### src/rtl/rx_csum_check.sv
module rx_csum_check #(
  parameter int ETH_HDR = 14
) (
  input  logic       clk,
  input  logic       rst_n,
  input  logic       in_valid,
  input  logic       in_sof,
  input  logic       in_eof,
  input  logic [7:0] in_data,
  output logic       res_valid,
  output logic [1:0] res_l3,
  output logic [7:0] res_l4,
  output logic       res_hdr_err,
  output logic       res_l4_err,
  output logic       res_checked
);
  localparam logic [15:0] IP_AT = 16'(ETH_HDR);
  localparam logic [15:0] ET_AT = 16'(ETH_HDR - 2);

  logic [15:0] pos, etype, tlen;
  logic [5:0]  hlen;
  logic [7:0]  proto;
  logic        frag, cknz, done;
  logic [31:0] hsum, asum, dsum;

  function automatic logic [15:0] fold(input logic [31:0] a);
    logic [16:0] f;
    f = {1'b0, a[15:0]} + {1'b0, a[31:16]};
    return f[15:0] + {15'd0, f[16]};
  endfunction

  wire        v4    = etype == 16'h0800;
  wire        v6    = etype == 16'h86DD;
  wire [15:0] o     = pos - IP_AT;
  wire        ip_b  = (pos >= IP_AT) && (v4 || v6);
  wire [15:0] hend  = v6 ? 16'd40 : {10'd0, hlen};
  wire [16:0] lend  = v6 ? 17'd40 + {1'b0, tlen} : {1'b0, tlen};
  wire [15:0] lo    = o - hend;
  wire        in_l4 = ip_b && (o >= hend) && ({1'b0, o} < lend);
  wire        in_hd = ip_b && v4 && (o == 16'd0 || o < hend);
  wire        in_ad = ip_b && (v4 ? (o >= 16'd12 && o < 16'd20) : (o >= 16'd8 && o < 16'd40));
  wire [31:0] wv    = {16'd0, o[0] ? {8'h00, in_data} : {in_data, 8'h00}};

  always_ff @(posedge clk or negedge rst_n) begin
    if (!rst_n) begin
      pos <= '0; etype <= '0; tlen <= '0; hlen <= '0; proto <= '0;
      frag <= 1'b0; cknz <= 1'b0; done <= 1'b0;
      hsum <= '0; asum <= '0; dsum <= '0;
    end else begin
      done <= in_valid && in_eof;
      if (in_valid) begin
        if (in_sof) begin
          pos <= 16'd1; etype <= '0; tlen <= '0; hlen <= '0; proto <= '0;
          frag <= 1'b0; cknz <= 1'b0;
          hsum <= '0; asum <= '0; dsum <= '0;
        end else begin
          if (pos != 16'hFFFF) pos <= pos + 16'd1;
          if (pos == ET_AT)         etype[15:8] <= in_data;
          if (pos == ET_AT + 16'd1) etype[7:0]  <= in_data;
          if (ip_b && v4) begin
            if (o == 16'd0) hlen <= {in_data[3:0], 2'b00};
            if (o == 16'd2) tlen[15:8] <= in_data;
            if (o == 16'd3) tlen[7:0]  <= in_data;
            if (o == 16'd6) frag <= in_data[5] || (in_data[4:0] != 5'd0);
            if (o == 16'd7) frag <= frag || (in_data != 8'd0);
            if (o == 16'd9) proto <= in_data;
          end
          if (ip_b && v6) begin
            if (o == 16'd4) tlen[15:8] <= in_data;
            if (o == 16'd5) tlen[7:0]  <= in_data;
            if (o == 16'd6) proto <= in_data;
          end
          if (in_hd) hsum <= hsum + wv;
          if (in_ad) asum <= asum + wv;
          if (in_l4) begin
            dsum <= dsum + wv;
            if ((lo == 16'd6 || lo == 16'd7) && in_data != 8'd0) cknz <= 1'b1;
          end
        end
      end
    end
  end

  wire        tcp   = proto == 8'd6;
  wire        udp   = proto == 8'd17;
  wire        sup   = v4 ? (tcp || udp || proto == 8'd1 || proto == 8'd2)
                         : (v6 && (tcp || udp || proto == 8'd58));
  wire        psh   = v6 || tcp || udp;
  wire [15:0] l4len = v6 ? tlen : tlen - {10'd0, hlen};
  wire [31:0] tot   = dsum + (psh ? asum + {24'd0, proto} + {16'd0, l4len} : 32'd0);
  wire        udp0  = udp && !cknz;
  wire        chk   = sup && !(v4 && frag) && !(v4 && udp0);
  wire        l4bad = chk && ((v6 && udp0) || fold(tot) != 16'hFFFF);
  wire        hbad  = v4 && fold(hsum) != 16'hFFFF;

  assign res_valid   = done;
  assign res_l3      = done ? {v6, v4} : 2'b00;
  assign res_l4      = (done && (v4 || v6)) ? proto : 8'd0;
  assign res_hdr_err = done && hbad;
  assign res_l4_err  = done && l4bad;
  assign res_checked = done && chk;
endmodule

### config.mk
export PLATFORM = sky130hd
export DESIGN_NAME = rx_csum_check
export DESIGN_NICKNAME = d
export VERILOG_FILES = /design/src/rtl/rx_csum_check.sv
export SDC_FILE = /design/constraint.sdc
export NUM_CORES = 1
export LEC_CHECK = 0
export ABC_AREA = 1
export BUFFER_PORTS_ARGS = -buffer_cell sky130_fd_sc_hd__buf_2
export CAP_MARGIN = 20
export CORE_AREA = 4 4 233 235
export DETAILED_ROUTE_END_ITERATION = 10
export DIE_AREA = 0 0 237 239
export PLACE_DENSITY = 0.51
export SLEW_MARGIN = 20
export SYNTH_ARGS = -nofsm -noshare
export SYNTH_HDL_FRONTEND = slang
export SYNTH_SLANG_ARGS = --single-unit
### constraint.sdc
create_clock -name clk -period 28.6 [get_ports clk]
set_clock_uncertainty 0.05 [all_clocks]
set_input_delay 7.15 -clock clk [delete_from_list [all_inputs] [get_ports clk]]
set_output_delay 7.15 -clock clk [all_outputs]
set_load 0.005 [all_outputs]
* Word level (Yosys, flattened, before mapping)
Index checks and enable logic that the tools add are counted.
** Cells by class
- $add $sub $neg :: 15
- Magnitude comparators :: 8
- Equality and inequality tests :: 21
- Multiplexer cells :: 42
- Reductions and logical operators :: 61
** Operators with widths (number)
- 32-bit two-way mux :: 7
- 32-bit by 16-bit adder with 32-bit output :: 4
- 16-bit two-way mux :: 8
- 16-bit by 3-bit == test with 1-bit output (second input constant) :: 6
- 8-bit two-way mux :: 12
- 16-bit by 4-bit == test with 1-bit output (second input constant) :: 3
- 16-bit by 4-bit greater-or-equal comparator with 1-bit output (second input constant) :: 3
- 16-bit != test (second input constant) :: 3
- 16-bit by 16-bit adder with 17-bit output :: 2
- 16-bit by 1-bit adder with 16-bit output :: 2
- 32-bit adder :: 1
- 32-bit by 8-bit adder with 32-bit output :: 1
- 16-bit by 2-bit == test with 1-bit output (second input constant) :: 2
- 16-bit by 6-bit subtractor with 16-bit output :: 2
- 1-bit logical AND :: 24
- 6-bit two-way mux :: 4
- 2-bit nonzero test :: 9
- 6-bit by 16-bit adder with 17-bit output (first input constant) :: 1
- 16-bit by 17-bit < comparator with 1-bit output :: 1
- 17-bit two-way mux :: 1
- 16-bit by 1-bit adder with 16-bit output (second input constant) :: 1
- 16-bit by 12-bit == test with 1-bit output (second input constant) :: 1
- 16-bit == test (second input constant) :: 1
- 16-bit by 6-bit greater-or-equal comparator with 1-bit output :: 1
- 19 further kinds :: 47
** Word-level totals
- Register bits after elaboration :: 161
- Input port bits :: 13
- Output and inout port bits :: 14

* Logic depth before layout (Yosys ltp)
- Depth after elaboration :: 11
- Mapped depth :: 57
- Mapped depth without buffers :: 57

* Worst setup path before layout
OpenSTA, ideal clock, no wires.
- Path type :: register to output
- From :: register tlen[4]
- To :: output res_l4_err
- Arrival :: 6.975 ns
- Required time :: 21.400 ns
- Slack :: 14.425 ns
- Stages on the path, launching flop included :: 53
- Path buffers :: 0
- Cell sequence :: dfrtp_1 ha_1 nand2_1 nor2_1 a211oi_1 inv_1 a21oi_1 nand2_1 nor2_1 nand3_1 nor2_1 xor2_1 ha_1 ha_1 nand2_1 nor2_1 nand2_1 o21ai_0 [... 17 more ...] o211ai_1 nand2_1 a21oi_1 nor2_1 o21bai_1 ha_1 ha_1 inv_1 nor2_1 nand3_1 xor2_1 nand3_1 nor2_1 nand3_1 nor2_1 nand4_1 nand2_1 inv_1
** On the way
- Word-level cells in the longest chain between the ends :: 11
** RTL lines
- from (decl) :: line 20 : logic [15:0] pos, etype, tlen;
- from (signal assigned) :: line 63 : if (o == 16'd3) tlen[7:0] <= in_data;
- from (signal assigned) :: line 70 : if (o == 16'd5) tlen[7:0] <= in_data;
- 16-bit by 6-bit subtractor with 16-bit output :: line 89 : wire [15:0] l4len = v6 ? tlen : tlen - {10'd0, hlen};
- 16-bit two-way mux (*) :: line 89
- 32-bit by 16-bit adder with 32-bit output (*) :: line 90 : wire [31:0] tot = dsum + (psh ? asum + {24'd0, proto} + {16'd0, l4len} : 32'd0);
- 32-bit two-way mux (*) :: line 90
- 32-bit adder (*) :: line 90
- 16-bit by 16-bit adder with 17-bit output (*) :: line 28 : f = {1'b0, a[15:0]} + {1'b0, a[31:16]};
- 16-bit by 1-bit adder with 16-bit output (*) :: line 29 : return f[15:0] + {15'd0, f[16]};
- 16-bit != test (*) :: line 93 : wire l4bad = chk && ((v6 && udp0) || fold(tot) != 16'hFFFF);
- 1-bit logical OR (*) :: line 93
- 1-bit logical AND (*) :: line 93
- 1-bit logical AND (*) :: line 100 : assign res_l4_err = done && l4bad;
- to (decl) :: line 14 : output logic res_l4_err,
Every way passes the cells marked *; elsewhere a longest branch is shown, timed or not.

* Worst setup path after layout
Same ends and word-level chain as after synthesis.

==> flow_summary.toml <==
[outcome]
outcome = "completed"

[sta]
finalHoldViolations = 0
rsz0062_at_grt = "false"
setup_viol = 0
worstMarginPinSlew_ns = 0.869
fin_crit_sh_pct = 58.3
relSlewSlack_pct = 42.0
layout_min_cycle_time_ns = 16.68
maxSlewViolCount = 0
tns_ns = 0
timing.fmax_mhz = 60.0

[floorplanning]
rows = 84
coreArea_sq_um = 52200
die_y_um = 239
die_w_um = 237
pin_count = 27
start_util_pct = 34.6
die_area_sq_um = 56600

[logic_synthesis]
ys_ff_latch = 159
synth_area_sq_um = 18100
synth_cell_types = 56
yosysMostFrequentCell = "nand2_1"
ys_top_cells_by_area = "dfrtp_1 (22%), nand2_1 (15%), ha_1 (12%)"
syn_inst = 2811
synth_async_sr_flop_share_pct = 100
seq_area_frac_synth_pct = 22.0
yosys.area.top_type = "dfrtp_1"
synth-main-ff-cell = "dfrtp_1"
yosysWarnings = 0
avgSynthCellArea_sq_um = 6.42
synthTopCellsByCount = "nand2_1 (699), nor2_1 (320), inv_1 (301)"
synth_top_area_share_pct = 22.0
syn-num-nets = 3009
synth-edff-count = 0

[finish]
multiInputGateArea_sq_um = 12700
nFillCells = 5684
syn2layout_area_growth_pct = 7.86
fin_area_sq_um = 19500
drive_gt1_share_pct = 5.20
regArea_sq_um = 3980
post-route-util_pct = 37.3
nNetsFinal = 3010

[cts]
cts_resized = 0
cts_tree = "built"
clk_path_buf_depth = 2
clock-sinks = 159
cts_setup_buffers = 0
root_buffer = "clkbuf_16"
path_clk_slew_ns = 0.08
htreeDepth = 4
numCtsBuffers = 17
postCtsHoldBufs = 0
clock_latency_ns = 0.49

[grt]
grt_overflow = 0
grt_pass1_wl_mm = 100
antenna_found_initial = 2
grt_max_degree = 63
grt_pass1_vias = 17700
grt_usage_pct = 22.2

[critical_path]
critPathSlowestCell = "nor4_1"
crit_path_end_kind = "output pin"
worstPathRequired_ns = 21.40
path_class = "reg2out"
start_kind = "flop"
arrival_ns = 9.48
crit_top_cell = "nand2_1"
crit_fanout = 7
cpPeakStageDelay_ns = 0.51

[placement]
gp_congestion = 0.924
hpwl_mm = 51.0
port_buffers = 26
placed_cell_area_sq_um = 18900

[route]
drc = 0
drt_iter0_drc = 1344
wire_per_inst_um = 18.1
post_drt_via_cell_ratio = 5.38
drtPass1Iterations = 6
detail-route-antenna-nets = 0
via_count = 18900
wl_mm = 63.7

[power]
p_leak_nw = 9.10
vdd_ir_drop_max_mv = 0.0528
power_density_nw_per_um2 = 41.8

[worst_hold_path]
holdCritPathClass = "reg2reg"

[run]
cap_violations = 0
[path summary, 6_finish.rpt]
check / startpoint / endpoint / slack, ns / cells after the start
worst max register to register: etype[13]$_DFFE_PN0P_ / dsum[10]$_DFFE_PN0P_ / 23.94 / 20
worst min register to register: etype[12]$_DFFE_PN0P_ / etype[12]$_DFFE_PN0P_ / 0.43 / 2
worst max-delay path: tlen[4]$_DFFE_PN0P_ / res_l4_err / 11.92 / 53
max in group asynchronous: rst_n / asum[16]$_DFFE_PN0P_ / 20.70 / 2
min in group asynchronous: rst_n / hsum[28]$_DFFE_PN0P_ / 6.55 / 1
worst min-delay path: etype[12]$_DFFE_PN0P_ / etype[12]$_DFFE_PN0P_ / 0.43 / 2
[metal layers]
layer  vias up  global-route usage, %  routed length, um
met1      8953                   32.5              31700
met4         4                   6.10               1330
met3        81                   3.39               3000
met2       456                   34.2              27600
met5         -                      0                 28
li1       9408                      -                  -
[worst max-delay path: cells and delay by family (launching register included)]
kind / cells / cell delay (ns)
adder cells (fa/ha/maj): 7 / 2.18
AND/OR/NAND/NOR: 31 / 4.02
AO/OA/AOI/OAI: 8 / 1.46
flip-flops: 1 / 0.48
XOR/XNOR: 3 / 0.58
buffers and inverters: 4 / 0.26
[cell families after synthesis]
group	share of synthesized area [%]
buffers and inverters	7.83
and+or+nand+nor	33.9
xor gates and xnor gates	5.96
adders and majority gates	13.5
AOI/OAI and AO/OA	16.7
DFF	22.0
[report_power, final]
part | leakage, nW | switching, W | internal [W]
clock | 0.295 | 0.000119 | 0.000127
combinational | 6.64 | 0.000192 | 0.000101
sequential | 2.16 | 0.0000311 | 0.000244
[area by class of cell]
class / instances / area share [%]
Multi-Input combinational cell: 2291 / 65.0
Sequential cell: 159 / 20.4
Inverter: 307 / 5.92
Tap cell: 688 / 4.42
Clock buffer: 18 / 2.26
Timing Repair Buffer: 36 / 1.09
Clock inverter: 14 / 0.835
Antenna cell: 1 / 0.0129
[state kept, by name, summed over array words and instances (netlist names)]
signal and flops:
asum 32, dsum 32, hsum 32, etype 16
pos 16, tlen 16, proto 8, hlen 4
cknz 1, frag 1, res_valid 1
[placed cells by master (no fill, tap or decap), drive strengths merged, types with 3 or more instances in the layout]
| cell type | count |
|---|---|
| fa | 17 |
| nand2 | 715 |
| o21bai | 8 |
| xor2 | 81 |
| o21ai | 265 |
| a21boi | 5 |
| nand4 | 56 |
| o22ai | 8 |
| o31ai | 3 |
| a21o | 10 |
| clkinv | 3 |
| nor3 | 48 |
| a211oi | 6 |
| dfrtp | 159 |
| nor4 | 17 |
| ha | 168 |
| clkbuf | 18 |
| inv | 316 |
| nand3b | 11 |
| nor2 | 336 |
| o211ai | 22 |
| xnor2 | 41 |
| a21oi | 209 |
| a31oi | 6 |
| nand3 | 219 |
| buf | 36 |
| or2 | 24 |
[per-stage QoR]
step	power (W)	hold WS, ns	cells	setup WS, ns
floorplan	0.000479	0.395	2811	14.43
global placement	0.000568	0.417	3481	12.38
detailed placement	0.000568	0.420	3481	12.46
CTS	0.000820	0.439	3513	11.83
global route	0.000869	0.459	3513	10.83
finish	0.000814	0.435	3514	11.92
No activity file was read; power rests on OpenSTA's default activity.
